**src/rtl/alu_flag_pkg.sv**
```systemverilog
package alu_flag_pkg;

   typedef enum logic [2:0] {
      OP_ADD = 3'd0,
      OP_ADC = 3'd1,
      OP_SUB = 3'd2,
      OP_SBC = 3'd3,
      OP_RSB = 3'd4,
      OP_RSC = 3'd5
   } alu_op_e;

   typedef struct packed {
      logic n;
      logic z;
      logic c;
      logic v;
   } nzcv_t;

   localparam int STAT_W = 5;
   localparam int ST_Q   = 0;

endpackage

```
**src/rtl/alu_operand_route.sv**
```systemverilog
module alu_operand_route
   import alu_flag_pkg::*;
#(
   parameter int WIDTH = 32
) (
   input  logic [2:0]       op_i,
   input  logic [WIDTH-1:0] a_i,
   input  logic [WIDTH-1:0] b_i,
   input  logic             carry_i,
   output logic [WIDTH-1:0] x_o,
   output logic [WIDTH-1:0] y_o,
   output logic             cin_o
);

   always_comb begin
      x_o   = a_i;
      y_o   = b_i;
      cin_o = 1'b0;
      unique case (op_i)
         OP_ADC: begin
            cin_o = carry_i;
         end
         OP_SUB: begin
            y_o   = ~b_i;
            cin_o = 1'b1;
         end
         OP_SBC: begin
            y_o   = ~b_i;
            cin_o = carry_i;
         end
         OP_RSB: begin
            x_o   = b_i;
            y_o   = ~a_i;
            cin_o = 1'b1;
         end
         OP_RSC: begin
            x_o   = b_i;
            y_o   = ~a_i;
            cin_o = carry_i;
         end
         default: begin
            x_o   = a_i;
            y_o   = b_i;
            cin_o = 1'b0;
         end
      endcase
   end

endmodule

```
**src/rtl/alu_adder.sv**
```systemverilog
module alu_adder #(
   parameter int WIDTH = 32,
   parameter int ARCH  = 0   // 0: inferred carry chain, 1: explicit ripple cells
) (
   input  logic [WIDTH-1:0] x_i,
   input  logic [WIDTH-1:0] y_i,
   input  logic             cin_i,
   output logic [WIDTH-1:0] sum_o,
   output logic             cout_o,
   output logic             cmsb_o
);

   localparam int LOW_W = WIDTH - 1;

   generate
      if (ARCH == 0) begin : g_infer
         logic [WIDTH:0] full;
         logic [LOW_W:0] low;
         assign full   = {1'b0, x_i} + {1'b0, y_i} + {{WIDTH{1'b0}}, cin_i};
         assign low    = {1'b0, x_i[LOW_W-1:0]} + {1'b0, y_i[LOW_W-1:0]}
                       + {{LOW_W{1'b0}}, cin_i};
         assign sum_o  = full[WIDTH-1:0];
         assign cout_o = full[WIDTH];
         assign cmsb_o = low[LOW_W];
      end else begin : g_ripple
         logic [WIDTH:0] cy;
         assign cy[0] = cin_i;
         for (genvar i = 0; i < WIDTH; i++) begin : g_bit
            assign sum_o[i]  = x_i[i] ^ y_i[i] ^ cy[i];
            assign cy[i+1]   = (x_i[i] & y_i[i]) | (cy[i] & (x_i[i] ^ y_i[i]));
         end
         assign cout_o = cy[WIDTH];
         assign cmsb_o = cy[WIDTH-1];
      end
   endgenerate

endmodule

```
**src/rtl/alu_flag_gen.sv**
```systemverilog
module alu_flag_gen
   import alu_flag_pkg::*;
#(
   parameter int WIDTH = 32
) (
   input  logic [WIDTH-1:0] sum_i,
   input  logic             cout_i,
   input  logic             cmsb_i,
   output nzcv_t            flags_o
);

   always_comb begin
      flags_o.n = sum_i[WIDTH-1];
      flags_o.z = (sum_i == '0);
      flags_o.c = cout_i;
      flags_o.v = cout_i ^ cmsb_i;
   end

endmodule

```
**src/rtl/alu_status_reg.sv**
```systemverilog
module alu_status_reg
   import alu_flag_pkg::*;
(
   input  logic              clk,
   input  logic              rst_n,
   input  logic              set_flags_i,
   input  nzcv_t             cand_i,
   input  logic              we_i,
   input  logic [STAT_W-1:0] wdata_i,
   output logic [STAT_W-1:0] status_o
);

   logic [STAT_W-1:0] stat_q;
   logic [STAT_W-1:0] stat_d;

   always_comb begin
      stat_d = stat_q;
      if (we_i) begin
         stat_d = wdata_i;
      end else if (set_flags_i) begin
         stat_d = {cand_i, stat_q[ST_Q] | cand_i.v};
      end
   end

   always_ff @(posedge clk or negedge rst_n) begin
      if (!rst_n) stat_q <= '0;
      else        stat_q <= stat_d;
   end

   assign status_o = stat_q;

endmodule

```
**src/rtl/int_alu_flags.sv**
```systemverilog
module int_alu_flags
   import alu_flag_pkg::*;
#(
   parameter int WIDTH      = 32,
   parameter int ADDER_ARCH = 0
) (
   input  logic              clk,
   input  logic              rst_n,
   input  logic [2:0]        op_i,
   input  logic [WIDTH-1:0]  a_i,
   input  logic [WIDTH-1:0]  b_i,
   input  logic              carry_i,
   input  logic              set_flags_i,
   input  logic              stat_we_i,
   input  logic [STAT_W-1:0] stat_wdata_i,
   output logic [WIDTH-1:0]  result_o,
   output logic [3:0]        cand_flags_o,
   output logic [STAT_W-1:0] status_o
);

   generate
      if (WIDTH < 2) begin : g_bad_width
         $error("int_alu_flags: WIDTH must be at least 2");
      end
      if (ADDER_ARCH != 0 && ADDER_ARCH != 1) begin : g_bad_arch
         $error("int_alu_flags: ADDER_ARCH must be 0 or 1");
      end
   endgenerate

   logic [WIDTH-1:0] x_w;
   logic [WIDTH-1:0] y_w;
   logic             cin_w;
   logic [WIDTH-1:0] sum_w;
   logic             cout_w;
   logic             cmsb_w;
   nzcv_t            flags_w;

   alu_operand_route #(.WIDTH(WIDTH)) u_route (
      .op_i    (op_i),
      .a_i     (a_i),
      .b_i     (b_i),
      .carry_i (carry_i),
      .x_o     (x_w),
      .y_o     (y_w),
      .cin_o   (cin_w)
   );

   alu_adder #(.WIDTH(WIDTH), .ARCH(ADDER_ARCH)) u_adder (
      .x_i    (x_w),
      .y_i    (y_w),
      .cin_i  (cin_w),
      .sum_o  (sum_w),
      .cout_o (cout_w),
      .cmsb_o (cmsb_w)
   );

   alu_flag_gen #(.WIDTH(WIDTH)) u_flags (
      .sum_i   (sum_w),
      .cout_i  (cout_w),
      .cmsb_i  (cmsb_w),
      .flags_o (flags_w)
   );

   alu_status_reg u_status (
      .clk         (clk),
      .rst_n       (rst_n),
      .set_flags_i (set_flags_i),
      .cand_i      (flags_w),
      .we_i        (stat_we_i),
      .wdata_i     (stat_wdata_i),
      .status_o    (status_o)
   );

   assign result_o     = sum_w;
   assign cand_flags_o = flags_w;

endmodule

```
**config.mk**
```make
export PLATFORM = sky130hd
export DESIGN_NAME = int_alu_flags
export DESIGN_NICKNAME = d
export VERILOG_FILES = /design/src/rtl/alu_flag_pkg.sv /design/src/rtl/alu_operand_route.sv /design/src/rtl/alu_adder.sv /design/src/rtl/alu_flag_gen.sv /design/src/rtl/alu_status_reg.sv /design/src/rtl/int_alu_flags.sv
export SDC_FILE = /design/constraint.sdc
export NUM_CORES = 1
export LEC_CHECK = 0
export BUFFER_PORTS_ARGS = -buffer_cell sky130_fd_sc_hd__buf_2
export CAP_MARGIN = 20
export CORE_MARGIN = 2
export CORE_UTILIZATION = 54
export CTS_CLUSTER_DIAMETER = 120
export CTS_CLUSTER_SIZE = 24
export DETAILED_ROUTE_END_ITERATION = 12
export PLACE_DENSITY = 0.83
export SYNTH_ARGS = -nofsm -noshare
export SYNTH_HDL_FRONTEND = slang
export SYNTH_SLANG_ARGS = --single-unit
```
**constraint.sdc**
```tcl
create_clock -name clk -period 6.05 [get_ports clk]
set_input_delay 0.9075 -clock clk [delete_from_list [all_inputs] [get_ports clk]]
set_output_delay 0.9075 -clock clk [all_outputs]
set_load 0.02 [all_outputs]
```
# [Yosys cells after proc, flatten, opt, wreduce, memory -nomap -nowiden]
# Index checks and enable logic that the tools add are counted.
[classes] addsub=4 n_eq_ne=5 muxes=5 n_bitwise=4 reduce_logical=6
[op_table] op="inverter 32 bit" count=2
[op_table] op="case mux 32 bit (2 select lines)" count=1
[op_table] op="adder 32 x 32 -> 33 bit" count=1
[op_table] op="adder 33 x 1 -> 33 bit" count=1
[op_table] op="adder 31 x 31 -> 32 bit" count=1
[op_table] op="adder 32 x 1 -> 32 bit" count=1
[op_table] op="zero test 32 bit" count=1
[op_table] op="two-way mux 32 bit" count=1
[op_table] op="two-way mux 5 bit" count=2
[op_table] op="equality test 3 x 2 -> 1 bit, second input constant" count=2
[op_table] op="equality test 3 bit, second input constant" count=2
[op_table] op="OR reduction 2 bit" count=3
[op_table] op="equality test 3 x 1 -> 1 bit, second input constant" count=1
[op_table] op="OR reduction 3 bit" count=1
[op_table] op="case mux 1 bit (2 select lines)" count=1
[op_table] op="nonzero test 2 bit" count=1
[op_table] op="bitwise OR 1 bit" count=1
[op_table] op="XOR 1 bit" count=1
[totals] regBits=5 inputBits=77 out_inout_bits=41 elab_cells=25

# [Longest topological paths before layout]
[logic_depth] ltp_word=9 depth_mapped=19 ltp_nobuf=16

# [By module]
# A second synthesis with hierarchy kept.
[unflattened] cells_unflattened=509 hier_area_um2=3623.5
[modules_own_cells] module="alu_adder" instances=1 cells_each=255 area_per_inst_um2=1811.7 seq_area_each_um2=0.0
[modules_own_cells] module="alu_operand_route" instances=1 cells_each=218 area_per_inst_um2=1485.2 seq_area_each_um2=0.0
[modules_own_cells] module="alu_status_reg" instances=1 cells_each=22 area_per_inst_um2=230.2 seq_area_each_um2=125.1
[modules_own_cells] module="alu_flag_gen" instances=1 cells_each=14 area_per_inst_um2=96.3 seq_area_each_um2=0.0

# [Least setup slack after synthesis]
# Ideal clock, no wire load.
[synth_timing] path_kind="input port to output port" start="input op_i[1]" end="output cand_flags_o[2]" t_arrival_ns=5.266 t_required_ns=5.142 slack_ns=-0.123 stages=18 n_path_buf=3 path_cell_list="clkbuf_1 > clkbuf_1 > buf_1 > mux2i_1 > a21oi_1 > fa_1 > inv_1 > fa_1 > nand3_1 > a21oi_2 > o21a_1 > o211ai_2 > a21oi_1 > xor2_1 > or4b_1 > nor4b_2 > nand4b_1 > nor4b_2"
[synth_via] elab_chain_cells=6 elab_cells_between_ends=15 cone_classes="2 x add/sub; 5 x eq/ne; 3 x mux; 5 x reduce/logical"
[synth_lines] item="start: declaration" line_no="int_alu_flags.sv:9" text="input logic [2:0] op_i,"
[synth_lines] item="equality test 3 bit or equality test 3 x 2 -> 1 bit (tied branches)" line_no="alu_operand_route.sv:19" text="unique case (op_i)"
[synth_lines] item="OR reduction 2 bit (no line)"
[synth_lines] item="case mux 32 bit (2 select lines) or two-way mux 32 bit (tied branches)" line_no="alu_operand_route.sv:19"
[synth_lines] item="adder 32 x 32 -> 33 bit" line_no="alu_adder.sv:19" text="assign full = {1'b0, x_i} + {1'b0, y_i} + {{WIDTH{1'b0}}, cin_i};"
[synth_lines] item="adder 33 x 1 -> 33 bit (*)" line_no="alu_adder.sv:19"
[synth_lines] item="via result_o[28]" line_no="int_alu_flags.sv:16" text="output logic [WIDTH-1:0] result_o,"
[synth_lines] item="zero test 32 bit (*)" line_no="alu_flag_gen.sv:14" text="flags_o.z = (sum_i == '0);"
[synth_lines] item="end: declaration" line_no="int_alu_flags.sv:17" text="output logic [3:0] cand_flags_o,"
# Mark *: on every way through the listed nets, which the timed path passes. The rest lies on a longest branch.

# [Final worst setup path]
[layout_timing] start="input op_i[1]" end="output cand_flags_o[2]"
[layout_via] elab_chain_cells=6 elab_cells_between_ends=15 cone_classes="2 x add/sub; 5 x eq/ne; 3 x mux; 5 x reduce/logical"
[layout_lines] item="equality test 3 bit or equality test 3 x 2 -> 1 bit (tied branches)" line_no="alu_operand_route.sv:19"
[layout_lines] item="OR reduction 2 bit (no line)"
[layout_lines] item="case mux 32 bit (2 select lines) or two-way mux 32 bit (tied branches)" line_no="alu_operand_route.sv:19"
[layout_lines] item="adder 32 x 32 -> 33 bit" line_no="alu_adder.sv:19"
[layout_lines] item="adder 33 x 1 -> 33 bit (*)" line_no="alu_adder.sv:19"
[layout_lines] item="zero test 32 bit (*)" line_no="alu_flag_gen.sv:14"
# Every way passes the cells marked *; elsewhere a longest branch is shown, timed or not.

==> impl_metrics.json <==
{
  "outcome": "completed",
  "synth.distinct_cells": 62,
  "cts_tree": "done",
  "clock-root-buffer": "clkbuf_8",
  "io_pins": 118,
  "maxSlewHeadroom_pct": 56.7,
  "synth_edf_count": 0,
  "r2r-start": "u_status.status_o[3]$_DFFE_PN0P_",
  "layout-drive-gt1-share_pct": 22.0,
  "dpl_worst_slack_ns": 0.353,
  "initial_core_util_pct": 56.2,
  "path_cells": "buf_4 > buf_4 > mux2i_1 > nand2_1 > o21ai_0 > fa_1 > nand3_1 > a21oi_2 > or3_1 > a2111oi_2 > nand4_1 > a2111oi_2 > nand4bb_1 > nor4b_2 > nand4b_1 > nor4b_2 > buf_2",
  "worstSetupStartpointType": "primary input",
  "grt_pass1_vias": 4217,
  "power.density_mw_per_mm2": 213,
  "leakagePower_nw": 2.23,
  "wl_per_cell_um": 14.4,
  "path_clk_slew_ns": 0.03,
  "fp.dieArea_mm2": 0.00784,
  "setup_tns_ns": 0,
  "dp.final_hpwl_um": 9900,
  "antenna_found_initial": 0,
  "worst_pin_slew_ns": 0.643,
  "critPathArrivalTime_ns": 4.82,
  "dr.pass1.iters": 4,
  "first_iter_violations": 276,
  "synth_seq_cells": 5,
  "grt_overflow": 0,
  "crit_fanout": 27,
  "die_h_um": 88.5,
  "largest_reg_flops": 5,
  "num-nets-final": 821,
  "setup_violations": 0,
  "fin_crit_sh_pct": 94.7,
  "cap_violations": 0,
  "timing.final.ws_setup_ns": 0.322,
  "min_path_type": "in2async",
  "grt_pass1_wl_um": 18700,
  "syn2layout_area_growth_pct": 18.0,
  "cts_setup_buffers": 0,
  "cts_max_level": 1,
  "use_met3_pct": 3.17,
  "fin_skew_ns": 0,
  "syn_avg_cell_area_um2": 6.34,
  "drtAntennaViolNets": 0,
  "num_vias": 4738,
  "fill_cells": 670,
  "rows": 30,
  "fin_crit_ns": 5.73,
  "die_w_um": 88.5,
  "diodes": 0,
  "utilization_pct": 66.3,
  "post_cts_resized": 0,
  "hold_buffers": 0,
  "cts_num_sinks": 5,
  "critical_path_class": "in2out",
  "worst_path_max_delay_cell": "fa_1",
  "required_ns": 5.14,
  "viasPerCell": 5.88,
  "endpoint_kind": "primary output",
  "rsz0062_at_grt": "no",
  "syn_area_mm2": 0.00386,
  "yosys_warnings": 0,
  "globalplace.congestion": 0.983,
  "yosysSeqAreaShare_pct": 3.24,
  "grt_start_max_net_pins": 37,
  "hold_viol": 0,
  "async_flop_share_pct": 100,
  "cts_buffers": 3,
  "drt-total-wl_um": 11600,
  "multi_input_area_mm2": 0.00341,
  "syn_inst": 609,
  "clock_latency_ns": 0.21,
  "critical_path.max_stage_delay_ns": 0.52,
  "synth_ff_type": "dfrtp_1",
  "clock_path_buffers": 2,
  "drcViolationCount": 0,
  "grt.met1_usage_pct": 39.8,
  "core_mm2": 0.00687,
  "ff2ff_path_depth": 2,
  "maxSlewViolCount": 0,
  "synthesis.nets": 719,
  "met2_usage_pct": 48.7,
  "ff2ff_setup_slack_ns": 5.33,
  "port_buffers": 117,
  "grt.busiest_layer": "met2",
  "r2r-end": "u_status.status_o[3]$_DFFE_PN0P_",
  "track_usage_pct": 28.9,
  "fmax_ghz": 0.175,
  "peakVddDrop_mv": 0.0815,
  "seqCellArea_um2": 125
}
-- cells in the final DEF, fill, tap and decap left out, drive strengths merged, types with 2 or more instances in the layout --
cell	n
nor2	43
nor2b	3
nor3	14
xor2	18
inv	42
o21bai	2
or4	2
a211oi	7
o211ai	6
o31ai	4
dfrtp	5
fa	2
a2111oi	4
clkbuf	4
mux2i	34
nand2	105
o21a	4
nand4	9
nor4	4
and2	4
a31oi	4
o21ai	97
nor4b	2
buf	132
ha	31
xnor2	42
nand3	4
a21o	5
a21oi	50
or3	4
nand2b	5
-- power by group --
part	internal (mW)	switching [mW]	leakage [nW]	total [mW]
Sequential	0.0381	0.00205	0.0607	0.0402
Clock	0.0451	0.0143	0.0228	0.0594
Combinational	0.308	0.561	2.14	0.868
-- area by class of cell --
type,instances,area share (%)
Multi-Input combinational cell,527,74.8
Inverter,42,3.46
Tap cell,96,2.64
Timing Repair Buffer,132,15.4
Clock buffer,4,0.989
Sequential cell,5,2.75
-- critical path: cells and delay by family --
kind                       cells  cell delay [ns]
AOI/OAI and AO/OA              4             1.01
adders and majority gates      1             0.52
buffers and inverters          3             0.70
muxes                          1             0.13
and+or+nand+nor                8             1.54
-- worst max path at each step --
| stage | start | end | slack (ns) | depth (start not counted) |
|---|---|---|---|---|
| 3_5_place_dp | op_i[1] | cand_flags_o[2] | 0.35 | 17 |
| 6_report | op_i[1] | cand_flags_o[2] | 0.32 | 17 |
| 3_3_place_gp | op_i[1] | cand_flags_o[2] | 0.42 | 17 |
| 4_1_cts | op_i[1] | cand_flags_o[2] | 0.34 | 17 |
| 2_1_floorplan | op_i[1] | cand_flags_o[2] | 0.01 | 18 |
| 5_1_grt | op_i[1] | cand_flags_o[2] | 0.01 | 17 |
-- cell families after synthesis --
group / Yosys count / synth area share (%)
fa+ha+maj: 33 / 11.1
mux: 35 / 9.11
xor+xnor: 60 / 13.6
flops: 5 / 3.24
buf+inv: 77 / 8.59
compound gates: 192 / 29.8
simple gates: 207 / 24.5
-- cell usage after synthesis, types with 4 or more instances --
master / instances / area share [%]
a211oi_1: 7 / 1.4
xor2_1: 18 / 4.1
clkbuf_1: 20 / 1.9
a21oi_2: 4 / 0.91
and2_1: 4 / 0.65
nand3_1: 4 / 0.52
buf_4: 4 / 0.78
nor4_1: 4 / 0.65
nor3_1: 14 / 1.8
nor2_1: 43 / 4.2
nand2b_1: 5 / 0.81
xnor2_1: 42 / 9.5
o21ai_0: 94 / 12
mux2i_1: 34 / 8.8
dfrtp_1: 5 / 3.2
a31oi_1: 4 / 0.65
nand2_1: 105 / 10
buf_1: 4 / 0.39
o211ai_1: 5 / 0.97
o31ai_1: 4 / 0.78
nand4_1: 9 / 1.5
ha_1: 31 / 10
or3_1: 4 / 0.65
inv_1: 42 / 4.1
a21oi_1: 45 / 5.8
a21o_1: 4 / 0.78
-- layer usage --
metal | vias to the layer above | share of wire [%]
met1 | 2164 | 45
met2 | 227 | 46
met3 | 15 | 7.8
met5 | - | 0
li1 | 2332 | -
met4 | 0 | 1.4
-- through the flow --
stage | hold WS (ns) | instances | power (mW) | area (µm²)
6_report | 0.499 | 806 | 0.968 | 4550
5_1_grt | 0.497 | 806 | 1.05 | 4550
4_1_cts | 0.498 | 806 | 0.957 | 4550
3_5_place_dp | 0.511 | 802 | 0.893 | 4510
3_3_place_gp | 0.486 | 802 | 0.881 | 4510
2_1_floorplan | 0.612 | 609 | 0.649 | 3860
No activity file was read; power rests on OpenSTA's default activity.
